==> config.mk <==
export PLATFORM = sky130hd
export DESIGN_NAME = gpio_evt_top
export DESIGN_NICKNAME = d
export VERILOG_FILES = /design/src/rtl/gpio_evt_pkg.sv /design/src/rtl/gpio_evt_ctrl.sv /design/src/rtl/gpio_evt_detect.sv /design/src/rtl/gpio_evt_datapath.sv /design/src/rtl/gpio_evt_top.sv
export SDC_FILE = /design/constraint.sdc
export NUM_CORES = 1
export LEC_CHECK = 0
export ABC_AREA = 1
export BUFFER_PORTS_ARGS = -buffer_cell sky130_fd_sc_hd__buf_2
export CAP_MARGIN = 20
export CORE_MARGIN = 5
export CORE_UTILIZATION = 50
export DETAILED_ROUTE_END_ITERATION = 8
export GPL_TIMING_DRIVEN = 0
export PLACE_DENSITY = 0.71
export SYNTH_ARGS = -nofsm -noshare
export SYNTH_HDL_FRONTEND = slang
export SYNTH_HIERARCHICAL = 1
export SYNTH_SLANG_ARGS = --single-unit
==> constraint.sdc <==
create_clock -name clk -period 4.2 [get_ports clk]
set_input_delay 0.84 -clock clk [delete_from_list [all_inputs] [get_ports clk]]
set_output_delay 0.84 -clock clk [all_outputs]
set_load 0.05 [all_outputs]
==> src/rtl/gpio_evt_pkg.sv <==
package gpio_evt_pkg;

  localparam int ADDR_W = 7;

  // Register byte offsets decoded by the bus side
  localparam logic [ADDR_W-1:0] OFS_MODE   = 7'h28;
  localparam logic [ADDR_W-1:0] OFS_ANYEDG = 7'h2C;
  localparam logic [ADDR_W-1:0] OFS_MASK   = 7'h40;
  localparam logic [ADDR_W-1:0] OFS_MSET   = 7'h44;
  localparam logic [ADDR_W-1:0] OFS_MCLR   = 7'h48;
  localparam logic [ADDR_W-1:0] OFS_STAT   = 7'h4C;

  // Write strobes from control to datapath
  typedef struct packed {
    logic wrMode;
    logic wrAnyEdge;
    logic wrMask;
    logic setMask;
    logic clrMask;
    logic clrStat;
  } evtStrobes_t;

  typedef enum logic [2:0] {
    RD_NONE,
    RD_MODE,
    RD_ANYEDGE,
    RD_MASK,
    RD_STAT
  } rdSel_t;

endpackage

==> src/rtl/gpio_evt_ctrl.sv <==
module gpio_evt_ctrl
  import gpio_evt_pkg::*;
(
  input  logic              clk,
  input  logic              rstN,
  input  logic              regWrEn,
  input  logic [ADDR_W-1:0] regAddr,
  output evtStrobes_t       stb,
  output rdSel_t            rdSel
);

  always_comb begin
    stb = '0;
    if (regWrEn) begin
      unique case (regAddr)
        OFS_MODE:   stb.wrMode    = 1'b1;
        OFS_ANYEDG: stb.wrAnyEdge = 1'b1;
        OFS_MASK:   stb.wrMask    = 1'b1;
        OFS_MSET:   stb.setMask   = 1'b1;
        OFS_MCLR:   stb.clrMask   = 1'b1;
        OFS_STAT:   stb.clrStat   = 1'b1;
        default:    stb           = '0;
      endcase
    end
  end

  always_comb begin
    unique case (regAddr)
      OFS_MODE:   rdSel = RD_MODE;
      OFS_ANYEDG: rdSel = RD_ANYEDGE;
      OFS_MASK,
      OFS_MSET,
      OFS_MCLR:   rdSel = RD_MASK;
      OFS_STAT:   rdSel = RD_STAT;
      default:    rdSel = RD_NONE;
    endcase
  end

  AST_ONE_STROBE: assert property (@(posedge clk) disable iff (!rstN)
    $onehot0(stb));

  AST_STROBE_NEEDS_WRITE: assert property (@(posedge clk) disable iff (!rstN)
    !regWrEn |-> (stb == '0));

endmodule

==> src/rtl/gpio_evt_detect.sv <==
module gpio_evt_detect #(
  parameter int WIDTH = 32
) (
  input  logic             clk,
  input  logic             rstN,
  input  logic [WIDTH-1:0] dataIn,
  input  logic [WIDTH-1:0] modeQ,
  input  logic [WIDTH-1:0] anyEdgeQ,
  output logic [WIDTH-1:0] hitVec
);

  logic [WIDTH-1:0] prevIn;

  always_ff @(posedge clk or negedge rstN) begin
    if (!rstN) prevIn <= '0;
    else       prevIn <= dataIn;
  end

  for (genvar i = 0; i < WIDTH; i++) begin : g_bit
    logic riseHit;
    logic anyHit;
    assign riseHit = dataIn[i] & ~prevIn[i];
    assign anyHit  = dataIn[i] ^ prevIn[i];

    always_comb begin
      if (!modeQ[i])         hitVec[i] = dataIn[i];
      else if (anyEdgeQ[i])  hitVec[i] = anyHit;
      else                   hitVec[i] = riseHit;
    end

    AST_NO_FALL_HIT: assert property (@(posedge clk) disable iff (!rstN)
      (modeQ[i] && !anyEdgeQ[i] && !dataIn[i]) |-> !hitVec[i]);

    AST_STEADY_NO_EDGE: assert property (@(posedge clk) disable iff (!rstN)
      (modeQ[i] && $stable(dataIn[i])) |=> (!modeQ[i] || (dataIn[i] != $past(dataIn[i])) || !hitVec[i]));
  end

endmodule

==> src/rtl/gpio_evt_datapath.sv <==
module gpio_evt_datapath
  import gpio_evt_pkg::*;
#(
  parameter int WIDTH = 32
) (
  input  logic             clk,
  input  logic             rstN,
  input  evtStrobes_t      stb,
  input  rdSel_t           rdSel,
  input  logic [WIDTH-1:0] wrData,
  input  logic [WIDTH-1:0] hitVec,
  output logic [WIDTH-1:0] modeQ,
  output logic [WIDTH-1:0] anyEdgeQ,
  output logic [WIDTH-1:0] rdData,
  output logic             irqOut
);

  logic [WIDTH-1:0] maskQ;
  logic [WIDTH-1:0] statQ;
  logic [WIDTH-1:0] clrVec;
  logic [WIDTH-1:0] maskNext;

  assign clrVec = stb.clrStat ? wrData : '0;

  always_comb begin
    maskNext = maskQ;
    if (stb.wrMask)  maskNext = wrData;
    if (stb.setMask) maskNext = maskQ | wrData;
    if (stb.clrMask) maskNext = maskQ & ~wrData;
  end

  always_ff @(posedge clk or negedge rstN) begin
    if (!rstN) begin
      modeQ    <= '0;
      anyEdgeQ <= '0;
      maskQ    <= '0;
      statQ    <= '0;
    end else begin
      if (stb.wrMode)    modeQ    <= wrData;
      if (stb.wrAnyEdge) anyEdgeQ <= wrData;
      maskQ <= maskNext;
      // new detection takes precedence over a clear of the same bit
      statQ <= (statQ & ~clrVec) | hitVec;
    end
  end

  assign irqOut = |(statQ & maskQ);

  always_comb begin
    unique case (rdSel)
      RD_MODE:    rdData = modeQ;
      RD_ANYEDGE: rdData = anyEdgeQ;
      RD_MASK:    rdData = maskQ;
      RD_STAT:    rdData = statQ;
      default:    rdData = '0;
    endcase
  end

  AST_STICKY_STATUS: assert property (@(posedge clk) disable iff (!rstN)
    !stb.clrStat |=> ((statQ & $past(statQ)) == $past(statQ)));

  AST_HIT_CAPTURED: assert property (@(posedge clk) disable iff (!rstN)
    1'b1 |=> ((statQ & $past(hitVec)) == $past(hitVec)));

  AST_MASK_SET: assert property (@(posedge clk) disable iff (!rstN)
    stb.setMask |=> ((maskQ & $past(wrData)) == $past(wrData)));

  AST_MASK_CLR: assert property (@(posedge clk) disable iff (!rstN)
    stb.clrMask |=> ((maskQ & $past(wrData)) == '0));

  AST_IRQ_SOURCE: assert property (@(posedge clk) disable iff (!rstN)
    irqOut |-> ((statQ != '0) && (maskQ != '0)));

endmodule

==> src/rtl/gpio_evt_top.sv <==
module gpio_evt_top
  import gpio_evt_pkg::*;
(
  input  logic              clk,
  input  logic              rstN,
  input  logic [31:0]       dataIn,
  input  logic              regWrEn,
  input  logic [ADDR_W-1:0] regAddr,
  input  logic [31:0]       regWrData,
  output logic [31:0]       regRdData,
  output logic              irqOut
);

  localparam int WIDTH = 32;

  evtStrobes_t      stb;
  rdSel_t           rdSel;
  logic [WIDTH-1:0] modeQ;
  logic [WIDTH-1:0] anyEdgeQ;
  logic [WIDTH-1:0] hitVec;

  gpio_evt_ctrl u_ctrl (
    .clk     (clk),
    .rstN    (rstN),
    .regWrEn (regWrEn),
    .regAddr (regAddr),
    .stb     (stb),
    .rdSel   (rdSel)
  );

  gpio_evt_detect #(.WIDTH(WIDTH)) u_detect (
    .clk      (clk),
    .rstN     (rstN),
    .dataIn   (dataIn),
    .modeQ    (modeQ),
    .anyEdgeQ (anyEdgeQ),
    .hitVec   (hitVec)
  );

  gpio_evt_datapath #(.WIDTH(WIDTH)) u_dp (
    .clk      (clk),
    .rstN     (rstN),
    .stb      (stb),
    .rdSel    (rdSel),
    .wrData   (regWrData),
    .hitVec   (hitVec),
    .modeQ    (modeQ),
    .anyEdgeQ (anyEdgeQ),
    .rdData   (regRdData),
    .irqOut   (irqOut)
  );

endmodule

==> impl_metrics.json, run 1 <==
{
  "cp_slowest_cell": "buf_2",
  "first_pass_iters": 5,
  "grt_max_degree": 113,
  "max_cap_violations": 0,
  "core-area_um2": 17200,
  "die_h_um": 142,
  "clkTransAtPathRegs_ns": 0.06,
  "cts_setup_buffers": 0,
  "clk_latency_ns": 0.43,
  "leakage_uw": 0.00515,
  "grt_pass1_wl_mm": 36.4,
  "required_ns": 3.36,
  "wl_mm": 22.5,
  "cts_max_path_buffers": 2,
  "synth_area_per_cell_um2": 8.37,
  "grt_overflow": 0,
  "cts_sinks": 160,
  "fin_skew_ns": 0.00485,
  "rrSetupSlack_ns": 3.12,
  "io_buffers": 106,
  "clock.fmax_ghz": 0.288,
  "synth_cells": 1047,
  "htreeDepth": 4,
  "ios": 107,
  "path_cells": "buf_2 > inv_1 > nand2_1 > nor2_1 > o211ai_1 > nand2_1 > buf_4 > nand2_2 > nor2_4 > buf_2 > nand2_1 > nand4_1 > buf_2",
  "dp_hpwl_mm": 15.6,
  "grt_util_all_layers": 0.226,
  "drc": 0,
  "nNetsFinal": 1279,
  "layout-drive-gt1-share": 0.211,
  "row_count": 48,
  "netlist_top_cells_area": "dfrtp_1 (46%), nand2_1 (14%), mux2_2 (7.7%)",
  "r2r_cells": 6,
  "powerDensity_nw_per_um2": 381,
  "cp.arrival_ns": 2.64,
  "outcome": "finished clean",
  "cts-resized-gates": 0,
  "final_common_cell": "nand2_1",
  "cts-root-buf": "clkbuf_16",
  "rsz0062_at_grt": "no",
  "die_area_um2": 20300,
  "yosysWarnings": 6,
  "ctsHoldBuffers": 0,
  "vias": 7564,
  "worst_pin_slew_ns": 0.678,
  "final_cell_mix": "nand2_1 (316), dfrtp_1 (160), inv_1 (135), buf_2 (132), nand3_1 (130)",
  "yosys.area.top_type": "dfrtp_1",
  "post_drt_wl_per_cell_um": 15.9,
  "relSlewSlack": 0.545,
  "drt_iter0_drc": 612,
  "globalplace.congestion": 0.820,
  "syn_area_um2": 8760,
  "endpoint_kind": "primary output",
  "final_hold_viol_count": 0,
  "antenna_found_initial": 1,
  "finalSetupViolations": 0,
  "syn_nets": 1153,
  "setup.worst_path.start_class": "input port",
  "ant_nets": 0,
  "synth-seq-cells": 160,
  "start_util": 0.508,
  "grt_pass1_vias": 7106,
  "cts_tree": "done",
  "timing.rr.end": "u_dp/statQ[20]$_DFF_PN0_",
  "yosysTopAreaCellShare": 0.457,
  "fin_area_um2": 10300,
  "diodes": 0,
  "critPathKind": "input port to primary output",
  "timing.rr.start": "u_detect/prevIn[20]$_DFF_PN0_",
  "die_x_um": 142,
  "period_share": 0.828,
  "cp_slowest_stage_delay_ns": 0.28,
  "slew_violations": 0,
  "areaGrowthSynthToFinish_pct": 17.0,
  "yosys.cell_types.count": 25,
  "finalCriticalPeriod_ns": 3.48,
  "max-vdd-ir-drop_mv": 0.310,
  "fin_total_pwr_uw": 3910,
  "hold_path_class": "input port to asynchronous set/reset pin",
  "routed_via_density": 5.36,
  "cts_buffers": 17,
  "critPathMaxFanout": 10,
  "ys_seq_area_frac": 0.457,
  "placed_area_um2": 9610
}
## critical path: cells and delay by family
kind                   cells  cell delay (ns)
AND/OR/NAND/NOR            7             0.71
buffers and inverters      5             0.95
AO/OA/AOI/OAI              1             0.13
## stage by stage
stage	setup TNS, ns	instances	hold WS [ns]	worst slack (ns)	util
after floorplan	0	1047	0.463	1.14	-
after global placement	-42.90	1378	0.478	-0.284	0.556
after detailed placement	0	1379	0.483	0.704	0.558
after CTS	0	1411	0.324	0.701	0.595
after global routing	0	1411	0.343	0.521	0.595
final	0	1411	0.315	0.723	0.595
## layer usage
| layer | track usage | vias to the layer above | share of wire | routed length [um] |
|---|---|---|---|---|
| li1 | - | 3686 | - | - |
| met1 | 0.319 | 3605 | 0.45 | 10200 |
| met2 | 0.361 | 234 | 0.47 | 10500 |
| met3 | 0.0386 | 37 | 0.058 | 1310 |
| met4 | 0.0670 | 2 | 0.018 | 407 |
| met5 | 0 | - | 0.00058 | 13 |
## final cells by class
type | count | area, um2
multi-input combinational | 701 | 3940
clock buffer | 23 | 488
timing repair buffer | 107 | 568
sequential | 160 | 4000
buffer | 50 | 303
clock inverter | 9 | 154
inverter | 136 | 513
tap | 225 | 282
fill | 1489 | 6980
## worst max-delay path by stage
stage | startpoint | endpoint | cells after the start
2_1_floorplan | regAddr[5] | regRdData[16] | 9
3_3_place_gp | rstN | u_detect/prevIn[7]$_DFF_PN0_ | 1
3_5_place_dp | regAddr[5] | regRdData[13] | 13
4_1_cts | regAddr[5] | regRdData[13] | 13
5_1_grt | regAddr[5] | regRdData[0] | 13
6_report | regAddr[5] | regRdData[23] | 13
## flip-flops by register name (all words and copies together) (netlist names)
register         count
u_dp/maskQ          32
u_dp/anyEdgeQ       32
u_dp/modeQ          32
u_dp/statQ          32
u_detect/prevIn     32
## logic make-up (layout without fill, tap and decap cells)
| group | count (synthesis) | count (layout) | synth area share |
|---|---|---|---|
| AO/OA/AOI/OAI | 65 | 65 | 0.0465 |
| adder cells (fa/ha/maj) | 32 | 32 | 0.0457 |
| buffers and inverters | 186 | 325 | 0.0931 |
| flip-flops | 160 | 160 | 0.457 |
| multiplexers | 64 | 64 | 0.0822 |
| AND/OR/NAND/NOR | 540 | 540 | 0.276 |
## power by group
part           internal [uW]  total, uW  switching [uW]
Clock                   1060       1670             610
Sequential              1670       1770             105
Combinational            184        465             281
Total                   2910       3910             996
## cells in the mapped netlist
| cell | count |
|---|---|
| nand4_1 | 64 |
| nor3_4 | 1 |
| clkbuf_1 | 9 |
| mux2_1 | 4 |
| nand3_2 | 1 |
| buf_4 | 1 |
| o211ai_1 | 1 |
| nor3_1 | 3 |
| clkbuf_2 | 5 |
| dfrtp_1 | 160 |
| inv_1 | 135 |
| buf_8 | 3 |
| o21ai_0 | 32 |
| nand2_1 | 316 |
| a21o_1 | 32 |
| inv_4 | 1 |
| nor2_1 | 16 |
| ha_1 | 32 |
| nand3_1 | 130 |
| nor2_4 | 4 |
| buf_2 | 27 |
| mux2_2 | 60 |
| nand2_2 | 3 |
| buf_6 | 5 |
| nor2_2 | 2 |
(Power assumes the default switching activity.)
==> run 2, diff against run 1 <==
- ABC_AREA: 1 -> 0
- PLACE_DENSITY: 0.71 -> 0.74
- clock period: 4.2 -> 3.1 ns (I/O delays scaled with it)
==> impl_metrics.json, run 2 <==
{
  "timing.rr.end": "u_dp/statQ[10]$_DFF_PN0_",
  "grt_pass1_vias": 6189,
  "die_h_um": 137,
  "use_met1": 0.298,
  "nNetsFinal": 998,
  "critPathMaxFanout": 6,
  "syn_area_um2": 8040,
  "ys_dominant_reg_cell": "dfrtp_1",
  "whs_ns": 0.0989,
  "yosysTopAreaCellShare": 0.498,
  "start_util": 0.508,
  "ios": 107,
  "ys_async_sr_fraction": 1.00,
  "antenna_found_initial": 2,
  "finalSetupViolations": 0,
  "post_drt_wl_per_cell_um": 18.5,
  "cts-root-buf": "clkbuf_16",
  "globalplace.congestion": 0.809,
  "max-vdd-ir-drop_mv": 0.370,
  "power_frac_clock": 0.425,
  "rsz0062_at_grt": "no",
  "setup.worst_path.start_class": "input port",
  "grt_overflow": 0,
  "syn_nets": 865,
  "period_share": 0.980,
  "areaGrowthSynthToFinish_pct": 20.4,
  "final_cell_mix": "dfrtp_1 (160), buf_2 (91), a22oi_1 (79), nand2_1 (67), nand2b_1 (64)",
  "yosysWarnings": 6,
  "leakage_uw": 0.00442,
  "power.internal_uw": 3800,
  "met3_usage": 0.0551,
  "synth_cells": 759,
  "grt_util_met2": 0.366,
  "switchingPower_uw": 1200,
  "synth_area_per_cell_um2": 10.6,
  "drt_iter0_drc": 545,
  "r2r_cells": 5,
  "cts_sinks": 160,
  "critPathKind": "input port to primary output",
  "hold_path_class": "input port to asynchronous set/reset pin",
  "htreeDepth": 4,
  "yosys.area.top_type": "dfrtp_1",
  "die_x_um": 137,
  "row_count": 46,
  "clkTransAtPathRegs_ns": 0.06,
  "slew_violations": 0,
  "first_pass_iters": 5,
  "grt_max_degree": 112,
  "placed_area_um2": 8870,
  "ys_seq_area_frac": 0.498,
  "layout-drive-gt1-share": 0.265,
  "synth-seq-cells": 160,
  "required_ns": 2.48,
  "fin_skew_ns": 0.00449,
  "setup_tns_ns": 0,
  "cp.arrival_ns": 2.42,
  "vias": 6370,
  "grt_util_all_layers": 0.224,
  "seqPwrFrac": 0.470,
  "cts_buffers": 17,
  "yosysMostFrequentCell": "dfrtp_1",
  "synth.top_cells.by_count": "dfrtp_1 (160), a22oi_1 (80), nand2_1 (67)",
  "rrSetupSlack_ns": 1.88,
  "cts_max_path_buffers": 2,
  "yosys.cell_types.count": 36,
  "grt_pass1_wl_mm": 32.4,
  "netlist_top_cells_area": "dfrtp_1 (50%), mux2_2 (8.5%), a22oi_1 (7.5%)",
  "powerDensity_nw_per_um2": 516,
  "ctsHoldBuffers": 0,
  "cts_tree": "done",
  "final_hold_viol_count": 0,
  "top_usage_layer": "met2",
  "endpoint_kind": "primary output",
  "final_common_cell": "dfrtp_1",
  "dp_hpwl_mm": 14.3,
  "finalCriticalPeriod_ns": 3.04,
  "combPwrFrac": 0.105,
  "routed_via_density": 5.69,
  "core-area_um2": 15800,
  "relSlewSlack": 0.575,
  "drc": 0,
  "fin_area_um2": 9680,
  "swShare": 0.240,
  "max_cap_violations": 0,
  "ant_nets": 0,
  "worst_pin_slew_ns": 0.637,
  "timing.rr.start": "u_detect/prevIn[10]$_DFF_PN0_",
  "clock.fmax_ghz": 0.329,
  "clk_latency_ns": 0.42,
  "outcome": "finished clean",
  "diodes": 0,
  "wl_mm": 20.7,
  "die_area_um2": 18700,
  "io_buffers": 106,
  "synth_edf_count": 0
}
-- run 2: logic make-up after synthesis --
| logic type | synth area share |
|---|---|
| simple gates | 0.138 |
| compound gates | 0.182 |
| flops | 0.498 |
| buf+inv | 0.0405 |
| mux | 0.0909 |
| fa+ha+maj | 0.0498 |
-- run 2: power by group through the flow --
stage	clock network (uW)	logic (uW)	registers, uW
floorplan	0	308	2350
global placement	0	491	2380
detailed placement	0	514	2380
CTS	2150	523	2340
global route	2250	590	2370
finish	2120	526	2350
-- run 2: repair_timing --
| action | CTS | global route |
|---|---|---|
| resized for setup | 23 | 32 |
| endpoints found under the hold margin | 0 | 0 |
| pin swaps | 1 | 2 |
| endpoints found under the setup margin | 31 | 31 |
| cloned | 0 | 1 |
| buffers inserted | 1 | 6 |
-- run 2: layout make-up --
type / count / area [um2]
fillers: 1276 / 6150
flip-flops and latches: 160 / 4000
multi-input cells: 530 / 3750
repair buffers: 115 / 683
clock buffers: 26 / 489
well taps: 216 / 270
plain buffers: 35 / 250
inverters: 33 / 124
clock inverters: 5 / 103
-- run 2: worst max-delay path: stages --
cell and delay (ns):
buf_2 0.14, or3_4 0.42, nor3b_4 0.21, nor3b_4 0.22
buf_4 0.19, clkbuf_4 0.20, a22oi_1 0.10, nand2_1 0.06
buf_2 0.25
-- run 2: worst max path at each step --
| stage | slack [ns] | endpoint | startpoint | depth (start not counted) |
|---|---|---|---|---|
| after floorplan | 0.23 | regRdData[0] | regAddr[4] | 7 |
| final | 0.06 | regRdData[30] | regAddr[4] | 9 |
| after CTS | -0.04 | regRdData[22] | regAddr[6] | 9 |
| after detailed placement | -0.30 | regRdData[27] | regAddr[4] | 8 |
| after global placement | -1.12 | u_detect/prevIn[6]$_DFF_PN0_ | rstN | 1 |
| after global routing | 0.002 | regRdData[25] | regAddr[4] | 9 |
-- run 2: metal layers --
layer / part of all wire / wire (um)
met1: 0.43 / 8940
met2: 0.49 / 10200
met3: 0.061 / 1270
met4: 0.014 / 298
met5: 0.0015 / 32
-- run 2: through the flow --
stage | std cells | util | power, uW | worst slack (ns)
final | 1120 | 0.611 | 5000 | 0.0610
after global routing | 1120 | 0.611 | 5210 | 0.00229
after CTS | 1113 | 0.603 | 5020 | -0.0387
after detailed placement | 1082 | 0.561 | 2890 | -0.295
after global placement | 1081 | 0.558 | 2870 | -1.12
after floorplan | 759 | - | 2650 | 0.228
==> run 3, diff against run 2 <==
- REMOVE_ABC_BUFFERS: unset -> 1
==> impl_metrics.json, run 3 (same netlist as run 2, synthesis figures left out) <==
{
  "utilization": 0.631,
  "row_count": 46,
  "first_pass_iters": 5,
  "whs_ns": 0.147,
  "cp_slowest_cell": "or3_4",
  "ctsHoldBuffers": 0,
  "htreeDepth": 4,
  "finalCriticalPeriod_ns": 3.07,
  "clkTransAtPathRegs_ns": 0.06,
  "routed_via_density": 5.72,
  "power_frac_clock": 0.447,
  "ant_nets": 0,
  "core-area_um2": 15800,
  "path_cells": "buf_6 > or3_4 > nor3b_4 > nor3b_4 > buf_6 > clkbuf_16 > a22oi_1 > nand2_1 > buf_6",
  "die_area_um2": 18700,
  "cp.arrival_ns": 2.45,
  "crit_top_cell": "buf_6",
  "switchingPower_uw": 1260,
  "placed_area_um2": 8940,
  "cts-root-buf": "clkbuf_16",
  "fin_skew_ns": 0.00798,
  "clk_latency_ns": 0.42,
  "period_share": 0.991,
  "met2_length_mm": 9.41,
  "vias": 6371,
  "dp_hpwl_mm": 13.2,
  "finalSetupViolations": 0,
  "hold_path_class": "input port to asynchronous set/reset pin",
  "setup_tns_ns": 0,
  "final_common_cell": "dfrtp_1",
  "highest_layer": "met4",
  "setup.worst_path.start_class": "input port",
  "max_cap_violations": 0,
  "cp_slowest_stage_delay_ns": 0.41,
  "max-vdd-ir-drop_mv": 0.524,
  "nNetsFinal": 987,
  "grt_util_all_layers": 0.221,
  "io_buffers": 106,
  "grt_max_degree": 86,
  "cts_max_path_buffers": 2,
  "power.internal_uw": 3960,
  "cp_top_family": "simple AND/OR/NAND/NOR gates",
  "ios": 107,
  "powerDensity_nw_per_um2": 522,
  "seqPwrFrac": 0.449,
  "cts_buffers": 17,
  "die_h_um": 137,
  "clock.fmax_ghz": 0.325,
  "grt_pass1_vias": 6341,
  "drt_iter0_drc": 517,
  "wl_met1_mm": 9.59,
  "cts_tree": "done",
  "endpoint_kind": "primary output",
  "fin_area_um2": 9990,
  "swShare": 0.241,
  "crit_buf_inv": 4,
  "die_x_um": 137,
  "slew_violations": 0,
  "combPwrFrac": 0.104,
  "relSlewSlack": 0.315,
  "final_hold_viol_count": 0,
  "critPathKind": "input port to primary output",
  "grt_overflow": 0,
  "cts_sinks": 160,
  "rsz0062_at_grt": "yes",
  "grt_pass1_wl_mm": 32.2,
  "worst_pin_slew_ns": 1.02,
  "post_drt_wl_per_cell_um": 18.4,
  "critPathMaxFanout": 8,
  "final_cell_mix": "dfrtp_1 (160), buf_2 (73), a22oi_1 (73), nand2_1 (66), nand2b_1 (64)",
  "multi_input_area_um2": 3820,
  "antenna_found_initial": 1,
  "outcome": "finished clean",
  "start_util": 0.508,
  "final.fill_count": 1217,
  "seqCellArea_um2": 4000,
  "layout-drive-gt1-share": 0.290,
  "globalplace.congestion": 0.730,
  "leakage_uw": 0.00448,
  "wl_mm": 20.4,
  "wl_met3_mm": 1.32,
  "drc": 0,
  "required_ns": 2.48,
  "areaGrowthSynthToFinish_pct": 24.3
}
## run 3: what timing repair did
item | in CTS | in global routing
setup buffers | 10 | 2
cloned | 0 | 2
setup endpoints to repair | 32 | 32
pin swaps | 2 | 10
gates resized for setup | 11 | 69
## run 3: metrics by stage
| stage | total power [uW] | cells | setup WS, ns |
|---|---|---|---|
| finish | 5210 | 1113 | 0.0274 |
| global route | 5440 | 1111 | -0.0291 |
| CTS | 5240 | 1105 | 0.00137 |
| detailed placement | 2900 | 1063 | -0.828 |
| global placement | 2860 | 1045 | -4.14 |
| floorplan | 2650 | 723 | -1.26 |
## run 3: final cells by class
cell class	instances	share of cell area
inverter	33	0.0124
timing repair buffer	139	0.110
tap	216	0.0271
multi-input combinational	530	0.383
sequential	160	0.401
clock buffer	19	0.0453
clock inverter	13	0.0209
antenna	3	0.000751
## run 3: final timing paths
path | start | to | slack, ns | cells after the start
worst max-delay path | regAddr[0] | regRdData[27] | 0.03 | 9
worst min register to register | u_dp/statQ[7]$_DFF_PN0_ | u_dp/statQ[7]$_DFF_PN0_ | 0.50 | 1
min in group clk | dataIn[16] | u_detect/prevIn[16]$_DFF_PN0_ | 0.33 | 1
worst min-delay path | rstN | u_detect/prevIn[19]$_DFF_PN0_ | 0.15 | 1
worst max register to register | u_detect/prevIn[10]$_DFF_PN0_ | u_dp/statQ[10]$_DFF_PN0_ | 1.91 | 5
max in group asynchronous | rstN | u_detect/prevIn[5]$_DFF_PN0_ | 2.14 | 2
## run 3: power groups by stage
stage	sequential, uW	combinational [uW]	clock, uW
finish	2340	543	2330
global route	2360	611	2470
CTS	2340	531	2370
detailed placement	2370	523	0
global placement	2370	491	0
floorplan	2350	306	0
## run 3: worst reg2reg max path: stages, from the launching register on
cell and delay [ns]:
dfrtp_1 0.32, inv_1 0.04, ha_1 0.16, or2_1 0.22, a31o_1 0.21, a21o_1 0.14
## run 3: per-layer routing
metal,vias to the layer above,GRT usage
met2,208,0.343
met4,0,0.0632
met1,3152,0.308
met5,-,0
li1,3000,-
met3,11,0.0555
